--- src/rtl/strobe_idle_pkg.sv ---
package strobe_idle_pkg;

  localparam int unsigned REG_W = 8;

  localparam logic [1:0] ADR_CFG = 2'd0;
  localparam logic [1:0] ADR_PM0 = 2'd1;
  localparam logic [1:0] ADR_PM2 = 2'd2;

  localparam int unsigned PM0_TURBO_OFF = 3;
  localparam int unsigned PM0_CLK_OFF   = 4;
  localparam int unsigned PM2_ADDR_OFF  = 0;
  localparam int unsigned PM2_CTL0_OFF  = 2;
  localparam int unsigned PM2_STRB_OFF  = 5;
  localparam int unsigned PM2_WRH_OFF   = 6;

  // Next idle count: cleared when stopped or restarted, saturating at limit.
  function automatic int unsigned idle_step(int unsigned cur, logic run,
                                            logic restart, int unsigned limit);
    if (!run || restart) return 0;
    if (cur >= limit) return limit;
    return cur + 1;
  endfunction

endpackage

--- src/rtl/pm_regs.sv ---
module pm_regs
  import strobe_idle_pkg::*;
(
  input  logic             clk,
  input  logic             rst_n,
  input  logic             wr,
  input  logic [1:0]       addr,
  input  logic [REG_W-1:0] wdata,
  output logic [REG_W-1:0] rdata,
  output logic             cfg_en,
  output logic             cfg_pol,
  output logic [REG_W-1:0] pm0,
  output logic [REG_W-1:0] pm2
);

  logic [1:0] cfg_q;

  always_ff @(posedge clk or negedge rst_n) begin
    if (!rst_n) begin
      cfg_q <= '0;
      pm0   <= '0;
      pm2   <= '0;
    end else if (wr) begin
      case (addr)
        ADR_CFG: cfg_q <= wdata[1:0];
        ADR_PM0: pm0   <= wdata;
        ADR_PM2: pm2   <= wdata;
        default: ;
      endcase
    end
  end

  always_comb begin
    case (addr)
      ADR_CFG: rdata = {{(REG_W-2){1'b0}}, cfg_q};
      ADR_PM0: rdata = pm0;
      ADR_PM2: rdata = pm2;
      default: rdata = '0;
    endcase
  end

  assign cfg_en  = cfg_q[0];
  assign cfg_pol = cfg_q[1];

endmodule

--- src/rtl/idle_counter.sv ---
module idle_counter
  import strobe_idle_pkg::*;
#(
  parameter int unsigned IDLE_CLKS = 15,
  localparam int unsigned CNT_W = $clog2(IDLE_CLKS + 1)
) (
  input  logic             clk,
  input  logic             rst_n,
  input  logic             en,
  input  logic             pol,
  input  logic             strb,
  output logic [CNT_W-1:0] cnt,
  output logic             strb_chg,
  output logic             at_idle,
  output logic             pd
);

  logic strb_q;

  assign strb_chg = strb ^ strb_q;
  assign at_idle  = (strb == pol);

  always_ff @(posedge clk or negedge rst_n) begin
    if (!rst_n) begin
      strb_q <= 1'b0;
      cnt    <= '0;
    end else begin
      strb_q <= strb;
      cnt    <= CNT_W'(idle_step(int'(cnt), en && at_idle, strb_chg, IDLE_CLKS));
    end
  end

  assign pd = (cnt == CNT_W'(IDLE_CLKS));

endmodule

--- src/rtl/bus_gate.sv ---
module bus_gate
  import strobe_idle_pkg::*;
#(
  parameter int unsigned ADDR_W = 8,
  parameter int unsigned CTL_W  = 3
) (
  input  logic [REG_W-1:0]  pm0,
  input  logic [REG_W-1:0]  pm2,
  input  logic              clk_in,
  input  logic [ADDR_W-1:0] addr_in,
  input  logic [CTL_W-1:0]  ctl_in,
  input  logic              strb_in,
  input  logic              wrh_in,
  output logic              turbo_on,
  output logic              arr_clk,
  output logic [ADDR_W-1:0] arr_addr,
  output logic [CTL_W-1:0]  arr_ctl,
  output logic              arr_strb,
  output logic              arr_wrh
);

  assign turbo_on = ~pm0[PM0_TURBO_OFF];
  assign arr_clk  = clk_in & ~pm0[PM0_CLK_OFF];
  assign arr_addr = pm2[PM2_ADDR_OFF] ? '0 : addr_in;
  assign arr_strb = strb_in & ~pm2[PM2_STRB_OFF];
  assign arr_wrh  = wrh_in & ~pm2[PM2_WRH_OFF];

  for (genvar i = 0; i < CTL_W; i++) begin : g_ctl
    assign arr_ctl[i] = ctl_in[i] & ~pm2[PM2_CTL0_OFF + i];
  end

endmodule

--- src/rtl/strobe_idle_pm.sv ---
module strobe_idle_pm
  import strobe_idle_pkg::*;
#(
  parameter int unsigned IDLE_CLKS = 15,
  parameter int unsigned ADDR_W    = 8,
  parameter int unsigned CTL_W     = 3,
  localparam int unsigned CNT_W    = $clog2(IDLE_CLKS + 1)
) (
  input  logic              clk,
  input  logic              rst_n,
  input  logic              reg_wr,
  input  logic [1:0]        reg_addr,
  input  logic [REG_W-1:0]  reg_wdata,
  output logic [REG_W-1:0]  reg_rdata,
  input  logic              strb_in,
  input  logic              cs_n,
  input  logic              clk_in,
  input  logic [ADDR_W-1:0] addr_in,
  input  logic [CTL_W-1:0]  ctl_in,
  input  logic              wrh_in,
  output logic              pwr_down,
  output logic              turbo_on,
  output logic              arr_clk,
  output logic [ADDR_W-1:0] arr_addr,
  output logic [CTL_W-1:0]  arr_ctl,
  output logic              arr_strb,
  output logic              arr_wrh,
  output logic              flash_en,
  output logic              boot_en,
  output logic              sram_en,
  output logic              io_en
);

  logic             cfg_en;
  logic             cfg_pol;
  logic [REG_W-1:0] pm0_q;
  logic [REG_W-1:0] pm2_q;
  logic [CNT_W-1:0] idle_cnt;
  logic             strb_chg;
  logic             at_idle;

  pm_regs u_regs (
    .clk     (clk),
    .rst_n   (rst_n),
    .wr      (reg_wr),
    .addr    (reg_addr),
    .wdata   (reg_wdata),
    .rdata   (reg_rdata),
    .cfg_en  (cfg_en),
    .cfg_pol (cfg_pol),
    .pm0     (pm0_q),
    .pm2     (pm2_q)
  );

  idle_counter #(.IDLE_CLKS(IDLE_CLKS)) u_idle (
    .clk      (clk),
    .rst_n    (rst_n),
    .en       (cfg_en),
    .pol      (cfg_pol),
    .strb     (strb_in),
    .cnt      (idle_cnt),
    .strb_chg (strb_chg),
    .at_idle  (at_idle),
    .pd       (pwr_down)
  );

  bus_gate #(.ADDR_W(ADDR_W), .CTL_W(CTL_W)) u_gate (
    .pm0      (pm0_q),
    .pm2      (pm2_q),
    .clk_in   (clk_in),
    .addr_in  (addr_in),
    .ctl_in   (ctl_in),
    .strb_in  (strb_in),
    .wrh_in   (wrh_in),
    .turbo_on (turbo_on),
    .arr_clk  (arr_clk),
    .arr_addr (arr_addr),
    .arr_ctl  (arr_ctl),
    .arr_strb (arr_strb),
    .arr_wrh  (arr_wrh)
  );

  // Memory blocks follow chip-select; the array path does not.
  assign flash_en = ~cs_n;
  assign boot_en  = ~cs_n;
  assign sram_en  = ~cs_n;
  assign io_en    = ~cs_n;

endmodule

--- config.mk ---
export PLATFORM = sky130hd
export DESIGN_NAME = strobe_idle_pm
export DESIGN_NICKNAME = d
export VERILOG_FILES = /design/src/rtl/strobe_idle_pkg.sv /design/src/rtl/pm_regs.sv /design/src/rtl/idle_counter.sv /design/src/rtl/bus_gate.sv /design/src/rtl/strobe_idle_pm.sv
export SDC_FILE = /design/constraint.sdc
export NUM_CORES = 1
export LEC_CHECK = 0
export BUFFER_PORTS_ARGS = -buffer_cell sky130_fd_sc_hd__buf_2
export CORE_MARGIN = 5
export CORE_UTILIZATION = 35
export DETAILED_ROUTE_END_ITERATION = 10
export GPL_TIMING_DRIVEN = 0
export PLACE_DENSITY_LB_ADDON = 0.2
export SLEW_MARGIN = 0
export SYNTH_ARGS = -nofsm -noshare
export SYNTH_HDL_FRONTEND = slang
export SYNTH_SLANG_ARGS = --single-unit
--- constraint.sdc ---
create_clock -name clk -period 1.97 [get_ports clk]
set_input_delay 0.394 -clock clk [delete_from_list [all_inputs] [get_ports clk]]
set_output_delay 0.394 -clock clk [all_outputs]
set_load 0.05 [all_outputs]
[Word level (Yosys, flattened, before mapping)]
Cells that the tools add are included.
Storage, ports and cells
  bits in registers: 23
  input port bits: 28
  output and inout bits: 28
  word-level logic and storage cells: 41
Operators by class
  add/sub/neg operators: 1
  magnitude comparators: 1
  equality and inequality tests: 4
  mux-type cells: 8
  bitwise gates (word level): 15
  reductions and logical operators: 7
Operators with widths (number)
  one-hot mux 8 bit (3 select lines): 1
  2-to-1 mux 4 bit: 3
  2-to-1 mux 8 bit: 1
  NOT 1 bit: 8
  bitwise AND 1 bit: 6
  AND reduction 2 bit: 3
  adder 4 x 1 -> 4 bit, second input constant: 1
  equality test 4 bit, second input constant: 1
  >= comparator 4 bit, second input constant: 1
  2-to-1 mux 1 bit: 3
  equality test 2 x 1 -> 1 bit, second input constant: 1
  equality test 2 bit, second input constant: 1
  logical NOT 2 bit: 1
  equality test 1 bit: 1
  logical AND 1 bit: 1
  logical NOT 1 bit: 1
  logical OR 1 bit: 1
  bitwise XOR 1 bit: 1

[Depth between registers and ports, before layout]
Gate-level depths: netlist of the first run.
  depth after elaboration: 8
  mapped depth: 4
  mapped depth without buffers: 4

[Hierarchy]
A second synthesis of the first run with hierarchy kept.
Unflattened totals
  cells, all modules: 96
  area total of the unflattened synthesis: 1186.1 µm²
Modules (own cells, without submodules)
  pm_regs: instances 1, cells an instance 53, area each 820.8 µm², seq. area each 450.4 µm²
  idle_counter: instances 1, cells an instance 24, area each 247.7 µm², seq. area each 125.1 µm²
  bus_gate: instances 1, cells an instance 15, area each 91.3 µm², seq. area each 0.0 µm²
  strobe_idle_pm: instances 1, cells an instance 4, area each 26.3 µm², seq. area each 0.0 µm²

[Worst setup path before layout of the first run]
Ideal clock, no wire load.
  kind: in2out
  start point: input reg_addr[0]
  end point: output reg_rdata[1]
  arrival: 1.582 ns
  required time: 1.576 ns
  setup slack: -0.006 ns
  stages: 2
  path buffers: 0
  cell sequence: mux2i_1 o21ai_0
Between the ends
  longest elaborated chain between the ends: 2
  elaborated cells on any way between the ends: 4
  those cells by class: 2 x eq/ne; 1 x mux; 1 x reduce/logical
Ends and longest elaborated chain
  start: declaration: line strobe_idle_pm.sv:12  | input logic [1:0] reg_addr,
  equality test 2 bit, or another cell as far along: line pm_regs.sv:34  | case (addr)
  one-hot mux 8 bit (3 select lines) *: line pm_regs.sv:34
  end: declaration: line strobe_idle_pm.sv:14  | output logic [REG_W-1:0] reg_rdata,
Every way passes the cells marked *; elsewhere a longest branch is shown, timed or not.

[Worst setup path after layout of the first run]
Same ends and word-level chain as after synthesis.

==> impl_metrics.json, run 1 <==
{
  "reg2reg_from": "u_regs.cfg_q[1]$_DFFE_PN0P_",
  "track_usage": 0.119,
  "dr_wl_met2_um": 1240,
  "timing.rr.end": "u_idle.cnt[2]$_DFF_PN0_",
  "ys_top_cells_by_count": "23 x dfrtp_1, 18 x mux2_2, 14 x nor2b_1, 6 x a22o_1, 4 x inv_1",
  "postCtsSetupRepairBufs": 0,
  "max_freq_mhz": 555,
  "globalplace.congestion": 0.684,
  "firstDrtPassIters": 3,
  "drtIter0Drc": 9,
  "layout-drive-gt1-share": 0.532,
  "min_period_ps": 1800,
  "final-setup-viol-count": 0,
  "grt_start_max_net_pins": 24,
  "peakVddDrop_mv": 0.526,
  "die_x_um": 67.0,
  "cts_resized": 0,
  "die-height_um": 67.0,
  "post-dp-hpwl_um": 2050,
  "rsz0062_at_grt": "no",
  "port_buffers": 55,
  "core_sq_mm": 0.00308,
  "nFillCells": 297,
  "regArea_sq_um": 576,
  "cp.arrival_ps": 1410,
  "die-area_sq_mm": 0.00449,
  "post-layout-total-power_w": 0.00130,
  "yosys.area.top_type": "dfrtp_1",
  "required_ps": 1580,
  "finalMaxSlewViolations": 0,
  "clk_pin_slew_ps": 120,
  "synth_nets": 125,
  "area.growth.synth_to_final_pct": 31.1,
  "synth-edff-count": 0,
  "fin_setup_tns_ps": 0,
  "p_per_area_mw_per_mm2": 876,
  "post_drt_via_cell_ratio": 4.57,
  "dp.cells": 195,
  "postRouteAntennaNets": 0,
  "fin_worst_skew_ps": 0.285,
  "yosysUniqueCellTypes": 23,
  "cts_tree": "done",
  "clk_path_buf_depth": 2,
  "ios": 56,
  "cts_root_buf": "clkbuf_4",
  "cap_viol_max_count": 0,
  "end_kind": "output port",
  "multi_input_area_sq_um": 508,
  "final_util": 0.484,
  "grt_pass1_vias": 895,
  "startpoint_type": "input port",
  "cts_htree_levels": 1,
  "tightest_slew_ps": 505,
  "layoutNonFillerInstCount": 198,
  "path_max_fanout": 8,
  "insertion_delay_ps": 300,
  "ys_seq_area_frac": 0.507,
  "synth.area.top_cells": "dfrtp_1 51%, mux2_2 18%, nor2b_1 7.7%",
  "synthArstFlopShare": 1.00,
  "synthFlopType": "dfrtp_1",
  "num_vias": 905,
  "syn_area_sq_mm": 0.00114,
  "overflow": 0,
  "wl_per_cell_um": 13.0,
  "start_util": 0.369,
  "routed_wl_um": 2570,
  "nNetsFinal": 184,
  "ff2ff_setup_slack_ps": 760,
  "drc": 0,
  "yosysWarningCount": 0,
  "synth_top_area_frac": 0.507,
  "diodes": 0,
  "status": "finished clean",
  "finalCritPeriodShare": 0.915,
  "worst-setup-path-type": "input port to output port",
  "r2r_cells": 3,
  "synth_cells": 96,
  "grt_pass1_wl_um": 4030,
  "wl_met1_um": 990,
  "slew_headroom": 0.663,
  "cts_sinks": 23,
  "hold_class": "input port to async pin",
  "top_layer_used": "met4",
  "rows": 20,
  "synth.most_common_cell": "dfrtp_1",
  "hold_buffers": 0,
  "met3_length_um": 333,
  "grt_antenna_before_repair": 0,
  "avgSynthCellArea_sq_um": 11.8,
  "final-hold-violation-count": 0,
  "ys_ff_latch": 23,
  "p_leak_nw": 0.778,
  "cts-buffers-inserted": 3
}
-- per-stage QoR --
| step | instance area (sq um) | hold slack [ps] | setup slack [ps] |
|---|---|---|---|
| global placement | 1470 | 385 | 36.5 |
| detailed placement | 1470 | 389 | 26.5 |
| global route | 1490 | 64.5 | 87.9 |
| floorplan | 1140 | 98.4 | 236 |
| CTS | 1490 | 49.1 | 26.0 |
| finish | 1490 | 42.9 | 167 |
-- routing by layer --
metal  track usage  vias up
met1         0.141      418
met3        0.0371        2
li1              -      448
met2         0.204       37
met4        0.0380        0
met5             0        -
-- layout make-up --
type / instances / share of cell area
multi-input cells: 64 / 0.341
well taps: 44 / 0.0370
repair buffers: 55 / 0.185
clock buffers: 4 / 0.0176
inverters: 4 / 0.0101
plain buffers: 4 / 0.0227
flip-flops and latches: 23 / 0.387
-- cell usage in the layout (no fill, tap or decap), drive strengths merged --
cell | synthesis | layout
nand3 | 2 | 2
a21oi | 2 | 2
a22o | 6 | 6
dfrtp | 23 | 23
and2b | 2 | 2
a31oi | 1 | 1
nor3b | 1 | 1
ha | 1 | 1
buf | 4 | 59
nor2b | 14 | 14
clkbuf | 1 | 4
nor3 | 2 | 2
nor2 | 3 | 3
and3 | 1 | 1
a211oi | 1 | 1
mux2i | 2 | 2
mux2 | 18 | 18
nand3b | 1 | 1
inv | 4 | 4
nand2 | 4 | 4
o21ai | 3 | 3
-- state kept, by name (all words and copies together), names as in the netlist --
name           count
u_idle.cnt         4
u_idle.strb_q      1
u_regs.pm2         8
u_regs.cfg_q       2
u_regs.pm0         8
-- worst max-delay path: stages --
cell and delay (ps):
buf_2 140, and2b_1 390, nand2_1 100, o21ai_1 100, buf_2 280
-- how the worst max path moves through the flow --
stage | slack (ps) | cells past startpoint | endpoint | from
3_3_place_gp | 40 | 6 | reg_rdata[1] | reg_addr[0]
6_report | 170 | 5 | reg_rdata[1] | reg_addr[0]
4_1_cts | 30 | 6 | reg_rdata[1] | reg_addr[0]
3_5_place_dp | 30 | 6 | reg_rdata[1] | reg_addr[0]
2_1_floorplan | 240 | 4 | reg_rdata[0] | reg_addr[0]
5_1_grt | 90 | 5 | reg_rdata[1] | reg_addr[0]
-- kinds of logic after synthesis --
group                      after synthesis  share of synthesized area
buffers and inverters                    9                     0.0462
muxes                                   20                      0.196
adders and majority gates                1                     0.0110
DFF                                     23                      0.507
AOI/OAI and AO/OA                       13                     0.0804
and+or+nand+nor                         30                      0.160
-- report_power, final --
part | total, W | internal, W | switching [W]
clock network | 0.000206 | 0.0000788 | 0.000127
registers | 0.000600 | 0.000545 | 0.0000544
logic | 0.000500 | 0.000161 | 0.000339
total | 0.00130 | 0.000785 | 0.000520
Note: power is estimated with default switching activity, not from simulation.
==> inputs of run 2 (changes only) <==
ABC_AREA = 1   (was not set)
==> run 2 against run 1 <==
Clock skew barely moved. Via count rose by 24%. Register-to-register slack improved by 100 ps. Critical path depth fell by 1. Cell count rose by 28%. Combinational power fell by 3%. Sequential power fell by 2%. Critical path type is now flip-flop to output port. Highest routed layer unchanged.
==> impl_metrics.json, run 2 <==
{
  "synth_nets": 179,
  "grt.busiest_layer": "met2",
  "die-area_sq_mm": 0.00488,
  "fin_worst_skew_ps": 0.660,
  "start_util": 0.367,
  "post_drt_via_cell_ratio": 4.40,
  "tightest_slew_ps": 511,
  "synth_cells": 150,
  "grt_antenna_before_repair": 0,
  "postCtsSetupRepairBufs": 0,
  "clk_pin_slew_ps": 120,
  "power.switching_w": 0.000539,
  "grt_pass1_vias": 1127,
  "wl_per_cell_um": 10.8,
  "rows": 21,
  "ys_top_cells_by_count": "30 x nand2_1, 28 x inv_1, 23 x dfrtp_1, 18 x nor2_1, 16 x o21ai_2",
  "post-dp-hpwl_um": 2140,
  "synthArstFlopShare": 1.00,
  "switching_share": 0.417,
  "drtIter0Drc": 33,
  "avgSynthCellArea_sq_um": 8.37,
  "use_met2": 0.204,
  "num_vias": 1118,
  "power_frac_seq": 0.454,
  "synth_top_area_frac": 0.459,
  "overflow": 0,
  "core_sq_mm": 0.00342,
  "worst-setup-path-type": "flip-flop to output port",
  "synth.area.top_cells": "dfrtp_1 46%, o21ai_2 11%, nand2_1 9.0%",
  "die-height_um": 69.9,
  "hold_buffers": 0,
  "peakVddDrop_mv": 0.385,
  "synth.most_common_cell": "nand2_1",
  "insertion_delay_ps": 310,
  "slew_headroom": 0.659,
  "drc": 0,
  "cts_tree": "done",
  "grt_pass1_wl_um": 4830,
  "max_freq_mhz": 547,
  "grt_start_max_net_pins": 24,
  "yosys.area.top_type": "dfrtp_1",
  "routed_wl_um": 2750,
  "cts_htree_levels": 1,
  "area.growth.synth_to_final_pct": 28.3,
  "ios": 56,
  "internal-power_w": 0.000753,
  "die_x_um": 69.9,
  "cp.arrival_ps": 1430,
  "path_max_fanout": 5,
  "diodes": 0,
  "critPathSlowestCell": "dfrtp_1",
  "cp.buffers_inverters": 2,
  "path_cells": "ha_1, nand3_1, inv_1, buf_2",
  "p_per_area_mw_per_mm2": 803,
  "cts_root_buf": "clkbuf_4",
  "synth-edff-count": 0,
  "track_usage": 0.120,
  "reg_top3": "u_regs.pm0: 8 flops, u_regs.pm2: 8 flops, u_idle.cnt: 4 flops",
  "final-setup-viol-count": 0,
  "synthFlopType": "dfrtp_1",
  "clk_path_buf_depth": 2,
  "cts-buffers-inserted": 3,
  "syn_area_sq_mm": 0.00125,
  "yosysWarningCount": 0,
  "layout_commonest_cell": "buf_2",
  "finalMaxSlewViolations": 0,
  "rsz0062_at_grt": "no",
  "required_ps": 1580,
  "fin_hold_ws_ps": 24.5,
  "globalplace.congestion": 0.777,
  "min_period_ps": 1830,
  "yosysUniqueCellTypes": 20,
  "layout-drive-gt1-share": 0.423,
  "postRouteAntennaNets": 0,
  "final-hold-violation-count": 0,
  "port_buffers": 55,
  "final_cell_mix": "55 x buf_2, 30 x nand2_1, 28 x inv_1",
  "use_met1": 0.140,
  "status": "finished clean",
  "hold_class": "input port to async pin",
  "finalCritPeriodShare": 0.927,
  "end_kind": "output port",
  "use_met3": 0.0416,
  "cts_sinks": 23,
  "fin_setup_tns_ps": 0,
  "crit_family": "flip-flops",
  "firstDrtPassIters": 4,
  "ys_seq_area_frac": 0.459,
  "p_leak_nw": 0.954,
  "startpoint_type": "flip-flop",
  "p_clk_frac": 0.172,
  "cap_viol_max_count": 0,
  "p_comb_frac": 0.374,
  "ys_ff_latch": 23,
  "nNetsFinal": 238,
  "cpPeakStageDelay_ps": 410
}
run 2: changes by cell type after synthesis, moves of 3 or more:
cell     before  now
nor2_1        3   18
nor2b_1      14    0
nand2_1       3   30
mux2_2       18    0
o21ai_2       0   16
nand3_1       2    6
nand2_2       0    3
inv_1         4   28
o21ai_0       3    0
run 2: path summary, 6_finish.rpt:
| path | startpoint | slack (ps) | to | cells past startpoint |
|---|---|---|---|---|
| min in group clk | strb_in | 230 | u_idle.strb_q$_DFF_PN0_ | 1 |
| min | rst_n | 20 | u_regs.pm2[3]$_DFFE_PN0P_ | 1 |
| min reg2reg | u_regs.pm0[0]$_DFFE_PN0P_ | 500 | u_regs.pm0[0]$_DFFE_PN0P_ | 2 |
| max reg2reg | u_idle.cnt[0]$_DFF_PN0_ | 860 | u_idle.cnt[3]$_DFF_PN0_ | 5 |
| max | u_idle.cnt[0]$_DFF_PN0_ | 140 | pwr_down | 4 |
| max in group asynchronous | rst_n | 1600 | u_idle.cnt[1]$_DFF_PN0_ | 1 |
run 2: routing by layer:
metal,part of all wire,routed length [um]
met1,0.43,1180
met4,0.017,48
met3,0.098,268
met2,0.46,1250
met5,0,0
run 2: what timing repair did:
action / 4_1_cts / 5_1_grt
gates resized for setup: 0 / 0
endpoints found under the hold margin: 0 / 0
endpoints found under the setup margin: 0 / 1
run 2: power groups by stage:
stage / combinational, W / sequential (W) / clock [W]
after floorplan: 0.000384 / 0.000579 / 0
after global placement: 0.000497 / 0.000589 / 0
after detailed placement: 0.000500 / 0.000590 / 0
after CTS: 0.000501 / 0.000580 / 0.000232
after global routing: 0.000529 / 0.000599 / 0.000243
final: 0.000484 / 0.000587 / 0.000222
run 2: logic make-up after synthesis:
group,count (synthesis),share of synthesized area
AO/OA/AOI/OAI,27,0.172
XOR/XNOR,1,0.00698
adder cells (fa/ha/maj),1,0.00997
buffers and inverters,36,0.129
flip-flops,23,0.459
AND/OR/NAND/NOR,62,0.223
run 2: final cells by class:
cell class | count | area (sq um)
Buffer | 5 | 45.0
Clock buffer | 4 | 26.3
Fill cell | 359 | 1810
Inverter | 30 | 113
Multi-Input combinational cell | 91 | 518
Sequential cell | 23 | 576
Tap cell | 46 | 57.6
Timing Repair Buffer | 55 | 275
run 2: worst register-to-register path, stage by stage (launching register included):
cell and delay, ps:
dfrtp_1 430, ha_1 240, nand3_1 170, nand3_1 100, nand2_1 60, inv_1 30
run 2: stage by stage:
stage / instance area [sq um] / utilization / power (W) / setup WS [ps] / instances
floorplan: 1250 / - / 0.000963 / 372 / 150
global placement: 1590 / 0.465 / 0.00109 / 297 / 251
detailed placement: 1590 / 0.465 / 0.00109 / 300 / 251
CTS: 1610 / 0.473 / 0.00131 / 121 / 255
global route: 1610 / 0.471 / 0.00137 / 36.1 / 254
finish: 1610 / 0.471 / 0.00129 / 143 / 254
